--- src/rtl/pmu_pkg.sv ---
package pmu_pkg;
  localparam int unsigned ADDR_W = 12;
  localparam int unsigned DATA_W = 64;

  typedef struct packed {
    logic       en;
    logic       usr;
    logic [7:0] umask;
    logic [7:0] code;
  } evsel_t;

  function automatic logic [DATA_W-1:0] evsel_to_word(evsel_t s);
    return {41'b0, s.en, 5'b0, s.usr, s.umask, s.code};
  endfunction

  function automatic evsel_t word_to_evsel(logic [DATA_W-1:0] w);
    evsel_t s;
    s.code  = w[7:0];
    s.umask = w[15:8];
    s.usr   = w[16];
    s.en    = w[22];
    return s;
  endfunction
endpackage

--- src/rtl/pmu_evt_match.sv ---
module pmu_evt_match
  import pmu_pkg::*;
#(
  parameter int unsigned EVT_LINES = 64
) (
  input  evsel_t                   sel,
  input  logic [EVT_LINES-1:0]     evt_pulse,
  input  logic [EVT_LINES*8-1:0]   evt_qual,
  input  logic [1:0]               priv_lvl,
  output logic                     hit
);
  localparam int unsigned IDX_W = (EVT_LINES > 1) ? $clog2(EVT_LINES) : 1;

  logic [IDX_W-1:0] line;
  logic             in_range;
  logic             pulse;
  logic [7:0]       qual;
  logic             priv_ok;

  always_comb begin
    line     = sel.code[IDX_W-1:0];
    in_range = (int'(sel.code) < int'(EVT_LINES));
    pulse    = evt_pulse[line];
    qual     = evt_qual[int'(line)*8 +: 8];
    priv_ok  = !sel.usr || (priv_lvl == 2'd3);
    hit      = in_range && pulse && (|(qual & sel.umask)) && priv_ok;
  end
endmodule

--- src/rtl/pmu_ctr_slice.sv ---
module pmu_ctr_slice
  import pmu_pkg::*;
#(
  parameter int unsigned CTR_W     = 48,
  parameter int unsigned EVT_LINES = 64
) (
  input  logic                   clk,
  input  logic                   rst_n,
  input  logic                   glob_en,
  input  logic                   sel_wr,
  input  logic                   cnt_wr,
  input  logic [DATA_W-1:0]      wdata,
  input  logic [EVT_LINES-1:0]   evt_pulse,
  input  logic [EVT_LINES*8-1:0] evt_qual,
  input  logic [1:0]             priv_lvl,
  output evsel_t                 sel_q,
  output logic [CTR_W-1:0]       cnt_q
);
  logic hit;
  logic inc;

  pmu_evt_match #(.EVT_LINES(EVT_LINES)) u_match (
    .sel       (sel_q),
    .evt_pulse (evt_pulse),
    .evt_qual  (evt_qual),
    .priv_lvl  (priv_lvl),
    .hit       (hit)
  );

  assign inc = glob_en && sel_q.en && hit;

  always_ff @(posedge clk or negedge rst_n) begin
    if (!rst_n) begin
      sel_q <= '0;
    end else if (sel_wr) begin
      sel_q <= word_to_evsel(wdata);
    end
  end

  always_ff @(posedge clk or negedge rst_n) begin
    if (!rst_n) begin
      cnt_q <= '0;
    end else if (cnt_wr) begin
      cnt_q <= wdata[CTR_W-1:0];
    end else if (inc) begin
      cnt_q <= cnt_q + CTR_W'(1);
    end
  end

  AST_HOLD_WHEN_OFF: assert property (@(posedge clk) disable iff (!rst_n)
    (!cnt_wr && !(glob_en && sel_q.en)) |=> $stable(cnt_q));
  AST_STEP_AT_MOST_ONE: assert property (@(posedge clk) disable iff (!rst_n)
    !cnt_wr |=> (cnt_q == $past(cnt_q) || cnt_q == $past(cnt_q) + CTR_W'(1)));
  AST_USR_ONLY_LEVEL3: assert property (@(posedge clk) disable iff (!rst_n)
    (hit && sel_q.usr) |-> (priv_lvl == 2'd3));
  AST_LOAD_WINS: assert property (@(posedge clk) disable iff (!rst_n)
    cnt_wr |=> (cnt_q == $past(wdata[CTR_W-1:0])));
  AST_WRAP_TO_ZERO: assert property (@(posedge clk) disable iff (!rst_n)
    (!cnt_wr && inc && cnt_q == '1) |=> (cnt_q == '0));
endmodule

--- src/rtl/pmu_access.sv ---
module pmu_access
  import pmu_pkg::*;
#(
  parameter int unsigned NUM_CTR    = 4,
  parameter int unsigned NUM_FIX    = 3,
  parameter int unsigned CTR_W      = 48,
  parameter int unsigned SEL_BASE   = 'h186,
  parameter int unsigned CNT_BASE   = 'h0C1,
  parameter int unsigned GCTRL_ADDR = 'h38F,
  localparam int unsigned IDX_W     = (NUM_CTR > 1) ? $clog2(NUM_CTR) : 1
) (
  input  logic               clk,
  input  logic               rst_n,
  input  logic               reg_wr,
  input  logic               reg_rd,
  input  logic [ADDR_W-1:0]  reg_addr,
  input  logic [DATA_W-1:0]  reg_wdata,
  output logic [DATA_W-1:0]  reg_rdata,
  output logic               reg_err,
  input  logic [1:0]         priv_lvl,
  input  logic               usr_rd_allow,
  input  logic               rd_req,
  input  logic [IDX_W-1:0]   rd_idx,
  output logic               rd_valid,
  output logic [31:0]        rd_lo,
  output logic [31:0]        rd_hi,
  output logic               rd_fault,
  input  evsel_t             sel_q [NUM_CTR],
  input  logic [CTR_W-1:0]   cnt_q [NUM_CTR],
  output logic [NUM_CTR-1:0] sel_wr,
  output logic [NUM_CTR-1:0] cnt_wr,
  output logic [NUM_CTR-1:0] glob_en
);
  localparam logic [DATA_W-1:0] GMASK =
    (((DATA_W'(1) << NUM_FIX) - DATA_W'(1)) << 32) | ((DATA_W'(1) << NUM_CTR) - DATA_W'(1));

  logic [DATA_W-1:0] gctrl_q;
  logic [DATA_W-1:0] rd_val;
  logic              mapped;
  logic              g_wr;
  logic              deny;
  logic [CTR_W-1:0]  sel_cnt;

  for (genvar i = 0; i < NUM_CTR; i++) begin : g_dec
    assign sel_wr[i]  = reg_wr && (reg_addr == ADDR_W'(SEL_BASE + i));
    assign cnt_wr[i]  = reg_wr && (reg_addr == ADDR_W'(CNT_BASE + i));
    assign glob_en[i] = gctrl_q[i];
  end

  assign g_wr = reg_wr && (reg_addr == ADDR_W'(GCTRL_ADDR));

  always_comb begin
    rd_val = '0;
    mapped = (reg_addr == ADDR_W'(GCTRL_ADDR));
    if (mapped) rd_val = gctrl_q;
    for (int i = 0; i < NUM_CTR; i++) begin
      if (reg_addr == ADDR_W'(CNT_BASE + i)) begin
        mapped = 1'b1;
        rd_val = DATA_W'(cnt_q[i]);
      end
      if (reg_addr == ADDR_W'(SEL_BASE + i)) begin
        mapped = 1'b1;
        rd_val = evsel_to_word(sel_q[i]);
      end
    end
  end

  always_comb begin
    deny    = (priv_lvl == 2'd3) && !usr_rd_allow;
    sel_cnt = '0;
    if (int'(rd_idx) < int'(NUM_CTR)) sel_cnt = cnt_q[rd_idx];
  end

  always_ff @(posedge clk or negedge rst_n) begin
    if (!rst_n) begin
      gctrl_q <= GMASK;
    end else if (g_wr) begin
      gctrl_q <= reg_wdata & GMASK;
    end
  end

  always_ff @(posedge clk or negedge rst_n) begin
    if (!rst_n) begin
      reg_rdata <= '0;
      reg_err   <= 1'b0;
    end else begin
      reg_rdata <= reg_rd ? rd_val : '0;
      reg_err   <= (reg_rd || reg_wr) && !mapped;
    end
  end

  always_ff @(posedge clk or negedge rst_n) begin
    if (!rst_n) begin
      rd_valid <= 1'b0;
      rd_fault <= 1'b0;
      rd_lo    <= '0;
      rd_hi    <= '0;
    end else begin
      rd_valid <= rd_req;
      rd_fault <= rd_req && deny;
      rd_lo    <= (rd_req && !deny) ? sel_cnt[31:0] : '0;
      rd_hi    <= (rd_req && !deny) ? 32'(sel_cnt[CTR_W-1:32]) : '0;
    end
  end

  AST_GCTRL_ONLY_IMPL_BITS: assert property (@(posedge clk) disable iff (!rst_n)
    (gctrl_q & ~GMASK) == '0);
  AST_ERR_SINGLE_PULSE: assert property (@(posedge clk) disable iff (!rst_n)
    (reg_err && !reg_rd && !reg_wr) |=> !reg_err);
  AST_UNMAPPED_READ_ZERO: assert property (@(posedge clk) disable iff (!rst_n)
    (reg_rd && !mapped) |=> (reg_rdata == '0 && reg_err));
  AST_FAULT_NO_DATA: assert property (@(posedge clk) disable iff (!rst_n)
    rd_fault |-> (rd_valid && rd_lo == '0 && rd_hi == '0));
  AST_ANSWER_NEXT_CYCLE: assert property (@(posedge clk) disable iff (!rst_n)
    rd_req |=> rd_valid);
endmodule

--- src/rtl/pmu_event_counter_unit.sv ---
module pmu_event_counter_unit
  import pmu_pkg::*;
#(
  parameter int unsigned NUM_CTR    = 4,
  parameter int unsigned NUM_FIX    = 3,
  parameter int unsigned CTR_W      = 48,
  parameter int unsigned EVT_LINES  = 64,
  parameter int unsigned SEL_BASE   = 'h186,
  parameter int unsigned CNT_BASE   = 'h0C1,
  parameter int unsigned GCTRL_ADDR = 'h38F,
  localparam int unsigned IDX_W     = (NUM_CTR > 1) ? $clog2(NUM_CTR) : 1
) (
  input  logic                   clk,
  input  logic                   rst_n,
  input  logic [EVT_LINES-1:0]   evt_pulse,
  input  logic [EVT_LINES*8-1:0] evt_qual,
  input  logic [1:0]             priv_lvl,
  input  logic                   usr_rd_allow,
  input  logic                   reg_wr,
  input  logic                   reg_rd,
  input  logic [11:0]            reg_addr,
  input  logic [63:0]            reg_wdata,
  output logic [63:0]            reg_rdata,
  output logic                   reg_err,
  input  logic                   rd_req,
  input  logic [IDX_W-1:0]       rd_idx,
  output logic                   rd_valid,
  output logic [31:0]            rd_lo,
  output logic [31:0]            rd_hi,
  output logic                   rd_fault
);
  evsel_t             sel_q [NUM_CTR];
  logic [CTR_W-1:0]   cnt_q [NUM_CTR];
  logic [NUM_CTR-1:0] sel_wr;
  logic [NUM_CTR-1:0] cnt_wr;
  logic [NUM_CTR-1:0] glob_en;

  pmu_access #(
    .NUM_CTR(NUM_CTR), .NUM_FIX(NUM_FIX), .CTR_W(CTR_W),
    .SEL_BASE(SEL_BASE), .CNT_BASE(CNT_BASE), .GCTRL_ADDR(GCTRL_ADDR)
  ) u_access (
    .clk          (clk),
    .rst_n        (rst_n),
    .reg_wr       (reg_wr),
    .reg_rd       (reg_rd),
    .reg_addr     (reg_addr),
    .reg_wdata    (reg_wdata),
    .reg_rdata    (reg_rdata),
    .reg_err      (reg_err),
    .priv_lvl     (priv_lvl),
    .usr_rd_allow (usr_rd_allow),
    .rd_req       (rd_req),
    .rd_idx       (rd_idx),
    .rd_valid     (rd_valid),
    .rd_lo        (rd_lo),
    .rd_hi        (rd_hi),
    .rd_fault     (rd_fault),
    .sel_q        (sel_q),
    .cnt_q        (cnt_q),
    .sel_wr       (sel_wr),
    .cnt_wr       (cnt_wr),
    .glob_en      (glob_en)
  );

  for (genvar i = 0; i < NUM_CTR; i++) begin : g_ctr
    pmu_ctr_slice #(.CTR_W(CTR_W), .EVT_LINES(EVT_LINES)) u_slice (
      .clk       (clk),
      .rst_n     (rst_n),
      .glob_en   (glob_en[i]),
      .sel_wr    (sel_wr[i]),
      .cnt_wr    (cnt_wr[i]),
      .wdata     (reg_wdata),
      .evt_pulse (evt_pulse),
      .evt_qual  (evt_qual),
      .priv_lvl  (priv_lvl),
      .sel_q     (sel_q[i]),
      .cnt_q     (cnt_q[i])
    );
  end
endmodule

--- config.mk ---
export PLATFORM = sky130hd
export DESIGN_NAME = pmu_event_counter_unit
export DESIGN_NICKNAME = d
export VERILOG_FILES = /design/src/rtl/pmu_pkg.sv /design/src/rtl/pmu_evt_match.sv /design/src/rtl/pmu_ctr_slice.sv /design/src/rtl/pmu_access.sv /design/src/rtl/pmu_event_counter_unit.sv
export SDC_FILE = /design/constraint.sdc
export NUM_CORES = 2
export LEC_CHECK = 0
export CAP_MARGIN = 40
export CORE_MARGIN = 2
export CORE_UTILIZATION = 40
export CTS_CLUSTER_SIZE = 25
export DETAILED_ROUTE_END_ITERATION = 12
export DONT_BUFFER_PORTS = 1
export HOLD_SLACK_MARGIN = 0.08
export PLACE_DENSITY_LB_ADDON = 0.1
export SYNTH_ARGS = -nofsm -noshare
export SYNTH_HDL_FRONTEND = slang
export SYNTH_HIERARCHICAL = 1
export SYNTH_SLANG_ARGS = --single-unit
--- constraint.sdc ---
create_clock -name clk -period 4.26 [get_ports clk]
set_input_delay 0.426 -clock clk [delete_from_list [all_inputs] [get_ports clk]]
set_output_delay 0.426 -clock clk [all_outputs]
set_load 0.005 [all_outputs]
# == Yosys cells after proc, flatten, opt, wreduce, memory -nomap -nowiden ==
# Cells that the tools add are included.
# word_totals
regBits,402
latch_bits,0
ramBits,0
romBits,0
in_bits,662
output_inout_bits,131
word_cells,151
n_memories,0
# op_classes
add_sub_neg,4
n_mul,0
n_div,0
n_lt_le_gt_ge,9
eq_ne,10
n_shift,4
n_mux,39
n_bitwise,5
reduce_logical,53
# ops
op,n
$shiftx 512x10->8,4
$mux 64,9
$mux 48,10
$add 48x1->48 const B,4
$bmux 48 s2,1
$eq 12x8->1 const B,4
$eq 12x9->1 const B,4
$mux 35,1
$logic_and 1x1->1,33
$and 8x8->8,4
$lt 8x7->1 const B,4
$mux 32,1
$reduce_or 8->1,4
$lt 6x7->1 const B,4
$bmux 1 s6,4
$mux 16,1
$eq 12x10->1 const B,1
$mux 1,12
$reduce_bool 2->1,4
$logic_not 1->1,7
$logic_or 1x1->1,5
$ge 3x3->1 const B,1
$not 2->3,1
$eq 2x2->1 const B,1

# == Logic depth before layout (Yosys ltp) ==
# logic_depth
word_depth,11
mapped_depth,18
mapped_depth_nobuf,12

# == Hierarchy ==
# The synthesis kept the hierarchy.
# by_module_without_submodules
module,n_inst,cells_each,area_per_inst_um2,seq_area_each_um2
pmu_evt_match,4,386,4739.5,0.0
pmu_ctr_slice (g_ctr[0].u_slice ...),3,372,3573.4,1651.6
pmu_access,1,624,6789.0,2661.3
pmu_ctr_slice (g_ctr[3].u_slice),1,365,3552.2,1651.6

# == Least setup slack after synthesis ==
# No wires, ideal clock.
# synth_timing
path_kind,flip-flop to flip-flop
start,register g_ctr[1].u_slice/sel_q[1] (netlist name)
end,register g_ctr[1].u_slice.cnt_q[42]
setup_time_ns,0.124
arrival_ns,3.597
required_ns,4.136
path_slack_ns,0.539
stages_incl_launch_ff,18
path_buffers,5
synth_period_minus_slack_ns,3.721
path_cell_list,dfrtp_1 -> buf_4 -> buf_2 -> buf_2 -> buf_2 -> mux2i_1 -> a22oi_1 -> nand4_1 -> nor3_1 -> nor3_1 -> and4_1 -> a21oi_1 -> and4_1 -> clkbuf_1 -> nand4_1 -> or2_4 -> o31a_1 -> o31a_1
# synth_via
elab_chain_cells,7
word_cells_on_any_way,11
classes_between,order compare (1); shift (1); mux (2); bitwise (1); reduce/logical (6)
# synth_lines
item,line_no,text
$shiftx 512x10->8 or $bmux 1 s6 (tied branches),"pmu_evt_match.sv:24, pmu_evt_match.sv:23",
$and 8x8->8 or $mux 1 (tied branches),"pmu_evt_match.sv:26, pmu_evt_match.sv:23",
$reduce_or 8->1 or $logic_and 1x1->1 (tied branches),pmu_evt_match.sv:26,hit = in_range && pulse && (|(qual & sel.umask)) && priv_ok;
$logic_and 1x1->1 * (2 in a row),pmu_evt_match.sv:26,
via g_ctr[1].u_slice.hit,pmu_ctr_slice.sv:19,logic hit;
$logic_and 1x1->1 *,pmu_ctr_slice.sv:30,assign inc = glob_en && sel_q.en && hit;
$reduce_bool 2->1 (no line) *,-,
end signal: assignment,pmu_ctr_slice.sv:44,cnt_q <= wdata[CTR_W-1:0];
end signal: assignment,pmu_ctr_slice.sv:46,cnt_q <= cnt_q + CTR_W'(1);
end: declaration,pmu_ctr_slice.sv:17,output logic [CTR_W-1:0] cnt_q
# The timed path passes the listed nets; every way through them passes the cells marked *. The select of a mux whose other input is x is not followed.
# A chain may end at the register's enable or synchronous reset.

# == Final worst setup path ==
# layout_timing
start,register g_ctr[1].u_slice/sel_q[0] (netlist name)
end,register g_ctr[1].u_slice.cnt_q[42]
# layout_via
elab_chain_cells,7
word_cells_on_any_way,11
classes_between,order compare (1); shift (1); mux (2); bitwise (1); reduce/logical (6)
# layout_lines
item,line_no
$shiftx 512x10->8 or $bmux 1 s6 (tied branches),"pmu_evt_match.sv:24, pmu_evt_match.sv:23"
$and 8x8->8 or $mux 1 (tied branches),"pmu_evt_match.sv:26, pmu_evt_match.sv:23"
$reduce_or 8->1 or $logic_and 1x1->1 (tied branches),pmu_evt_match.sv:26
$logic_and 1x1->1 * (2 in a row),pmu_evt_match.sv:26
via g_ctr[1].u_slice.hit,pmu_ctr_slice.sv:19
$logic_and 1x1->1 *,pmu_ctr_slice.sv:30
$reduce_bool 2->1 (no line) *,-
# Marked as above.

==> flow_summary.yaml <==
detailed_routing:
  drt_first_pass_iters: 6
  via_per_inst: 7.42
  avgRoutedWirePerCell_um: 44.1
  first_iter_violations: 5152
  wirelength_um: 231000
  drc: 0
  via_count: 38900
  ant_nets: 0
clock_tree:
  insertion_delay_ns: 0.57
  cts_tree: "yes"
  cts.clk_slew.worst_paths_ns: 0.07
  numClockSinks: 370
  numCtsBuffers: 39
  h-tree-depth: 2
  root_buffer: "clkbuf_16"
  clock_path_buffers: 3
  cts_hold_buffers: 53
synth:
  synth-async-reset-ratio_pct: 100
  synth.top_cell.area_share_pct: 32.6
  synthFlopType: "dfrtp_1"
  synth_top_cells_by_count: "580 x mux4_2, 363 x dfrtp_1, 307 x nand2_1, 181 x o21ai_0, 158 x clkbuf_1"
  synth-edff-count: 0
  synth.most_common_cell: "mux4_2"
  syn_area_um2: 40000
  ys_seq_area_share_pct: 23.2
  ys_warn_count: 6
  synth_cells: 3649
  synthTopCellsByArea: "mux4_2 33%, dfrtp_1 23%, mux2_2 4.0%"
  syn_avg_cell_area_um2: 11.0
  yosysTopAreaCell: "mux4_2"
  ys_types: 85
  ys_ff_latch: 370
critical_path:
  cp-end-kind: "register"
  cp_max_fo: 7
  critPathArrivalTime_ns: 4.79
  start_kind: "register"
  crit_type: "reg -> reg"
  worstPathRequired_ns: 4.70
layout:
  fin_area_um2: 47200
  utilization_pct: 47.4
  drive_above_1_share_pct: 38.1
  fin_nets: 4538
  area_delta_synth_final_pct: 18.0
power:
  powerDensity_nw_per_um2: 177
  power.leakage_nw: 16.1
  vdd_drop_max_uv: 275
placement:
  gp_congestion: 1.05
  placed_area_um2: 43700
  port_buffers: 0
  dp_hpwl_um: 183000
sta:
  setup_viol_count_final: 3
  hold_viol_final: 369
  finalWorstSetupSlack_ns: -0.0922
  max_slew_margin_pct: 39.6
  rsz0062_at_grt: "true"
  timing.hold.ws_ns: -0.452
  min_period_over_period_pct: 102
  fmax_mhz: 230
  worst_slew_pin_slew_ns: 0.905
  fin_skew_ns: 0.0267
  setup_tns_ns: -0.101
  maxSlewViolCount: 0
  fin_crit_ns: 4.35
run_status:
  outcome: "finished with violations"
  violations: "hold timing, setup timing"
die:
  ios: 793
  coreArea_um2: 99600
  die-area_um2: 103000
  rows: 116
  fp.dieW_um: 320
  die_h_um: 320
  start_util_pct: 40.2
run:
  maxCapViolations: 0
global_routing:
  grt_overflow_total: 0
  grt_use_met2_pct: 68.1
  grt_pass1_wl_um: 311000
  grt.total_usage_pct: 43.2
  grt_max_degree: 371
  busiest_layer: "met2"
  met3_usage_pct: 14.3
  grt_pass1_vias: 37800
  met1_usage_pct: 51.8
  antenna_found_initial: 23
min_path:
  hp-class: "in -> async"
worst max-delay path, stage by stage (launching register included):
cell,delay (ns)
dfrtp_4,0.50
buf_8,0.18
clkbuf_16,0.18
and3_4,0.19
a22oi_2,0.27
nand4_1,0.28
nor3_4,0.36
nor3_2,0.10
buf_4,0.14
and4_1,0.19
a21oi_4,0.26
buf_6,0.14
and4_1,0.23
nand4_1,0.26
or2_4,0.35
o31a_1,0.30
o31a_1,0.28
report_power, final:
part	internal, mW	switching (mW)
Sequential	3.53	0.0317
Combinational	0.596	0.514
Clock	2.13	1.56
Total	6.26	2.11
registers in the layout (all words and copies together), names as in the netlist:
signal,count
u_access/rd_hi,16
u_access/rd_lo,32
u_access/rd_valid,1
u_access/gctrl_q,7
u_access/rd_fault,1
u_access/reg_rdata,48
g_ctr.u_slice/cnt_q,192
g_ctr.u_slice/sel_q,72
u_access/reg_err,1
layout make-up:
class | count | area [µm²]
Antenna cell | 45 | 113
Fill cell | 9191 | 52300
Tap cell | 1298 | 1620
Timing Repair Buffer | 540 | 5360
Clock buffer | 53 | 1140
Inverter | 42 | 158
Sequential cell | 370 | 9310
Clock inverter | 18 | 203
Multi-Input combinational cell | 2879 | 29300
stage by stage:
step	instances	total power, mW	setup slack [ns]	hold WS (ns)
2_1_floorplan	3680	4.31	0.539	0.130
6_report	5245	8.36	-0.0922	-0.452
4_1_cts	5138	8.36	0.00494	-0.469
3_5_place_dp	5007	4.56	-0.538	0.141
5_1_grt	5230	8.57	-0.0892	-0.463
3_3_place_gp	5007	4.55	-0.565	0.141
cells in the final DEF (no fill, tap or decap), types with 45 or more instances in the layout:
cell type / n
diode_2: 45
buf_12: 60
mux4_2: 580
nand3_1: 88
a21oi_1: 46
mux2_2: 141
clkbuf_16: 52
dlygate4sd3_1: 53
nor2b_1: 77
nand4_1: 105
and3_1: 62
buf_4: 389
nor3_1: 70
dfrtp_1: 350
o22ai_1: 62
o21ai_0: 176
o21ai_1: 51
nand2_1: 307
nor2_1: 128
mux2i_1: 127
xnor2_1: 122
a22oi_1: 123
kinds of logic (layout without fill, tap and decap cells):
group | after synthesis | after routing | synth area share [%]
other cells | 1 | 77 | 0.00937
compound gates | 739 | 739 | 12.6
buf+inv | 431 | 653 | 5.50
simple gates | 1090 | 1090 | 15.2
flops | 370 | 370 | 23.2
fa+ha+maj | 4 | 4 | 0.125
mux | 848 | 848 | 39.8
xor+xnor | 166 | 166 | 3.63
path summary, 6_finish.rpt:
path	start	end	slack [ns]	depth (start not counted)
min in group clk	reg_rd	u_access/reg_rdata[14]$_DFF_PN0_	0.10	2
max reg2reg	g_ctr[1].u_slice/sel_q[0]$_DFFE_PN0P_	g_ctr[1].u_slice/cnt_q[42]$_DFFE_PN0P_	-0.09	16
max in group asynchronous	rst_n	u_access/reg_rdata[6]$_DFF_PN0_	4.13	0
min	rst_n	g_ctr[0].u_slice/cnt_q[37]$_DFFE_PN0P_	-0.45	0
min reg2reg	g_ctr[0].u_slice/sel_q[7]$_DFFE_PN0P_	g_ctr[0].u_slice/sel_q[7]$_DFFE_PN0P_	0.55	1
max	g_ctr[1].u_slice/sel_q[0]$_DFFE_PN0P_	g_ctr[1].u_slice/cnt_q[42]$_DFFE_PN0P_	-0.09	16
timing repair:
action,4_1_cts,5_1_grt
setup buffers,7,51
resized for setup,36,127
pin swaps,4,39
endpoints found under the hold margin,652,370
setup endpoints to repair,143,142
gates cloned,0,11
routing by layer:
layer	vias to the layer above	wire, µm
li1	15200	-
met1	20100	81000
met2	2951	105000
met3	671	28300
met4	12	17100
met5	-	81
(Power assumes the default switching activity.)
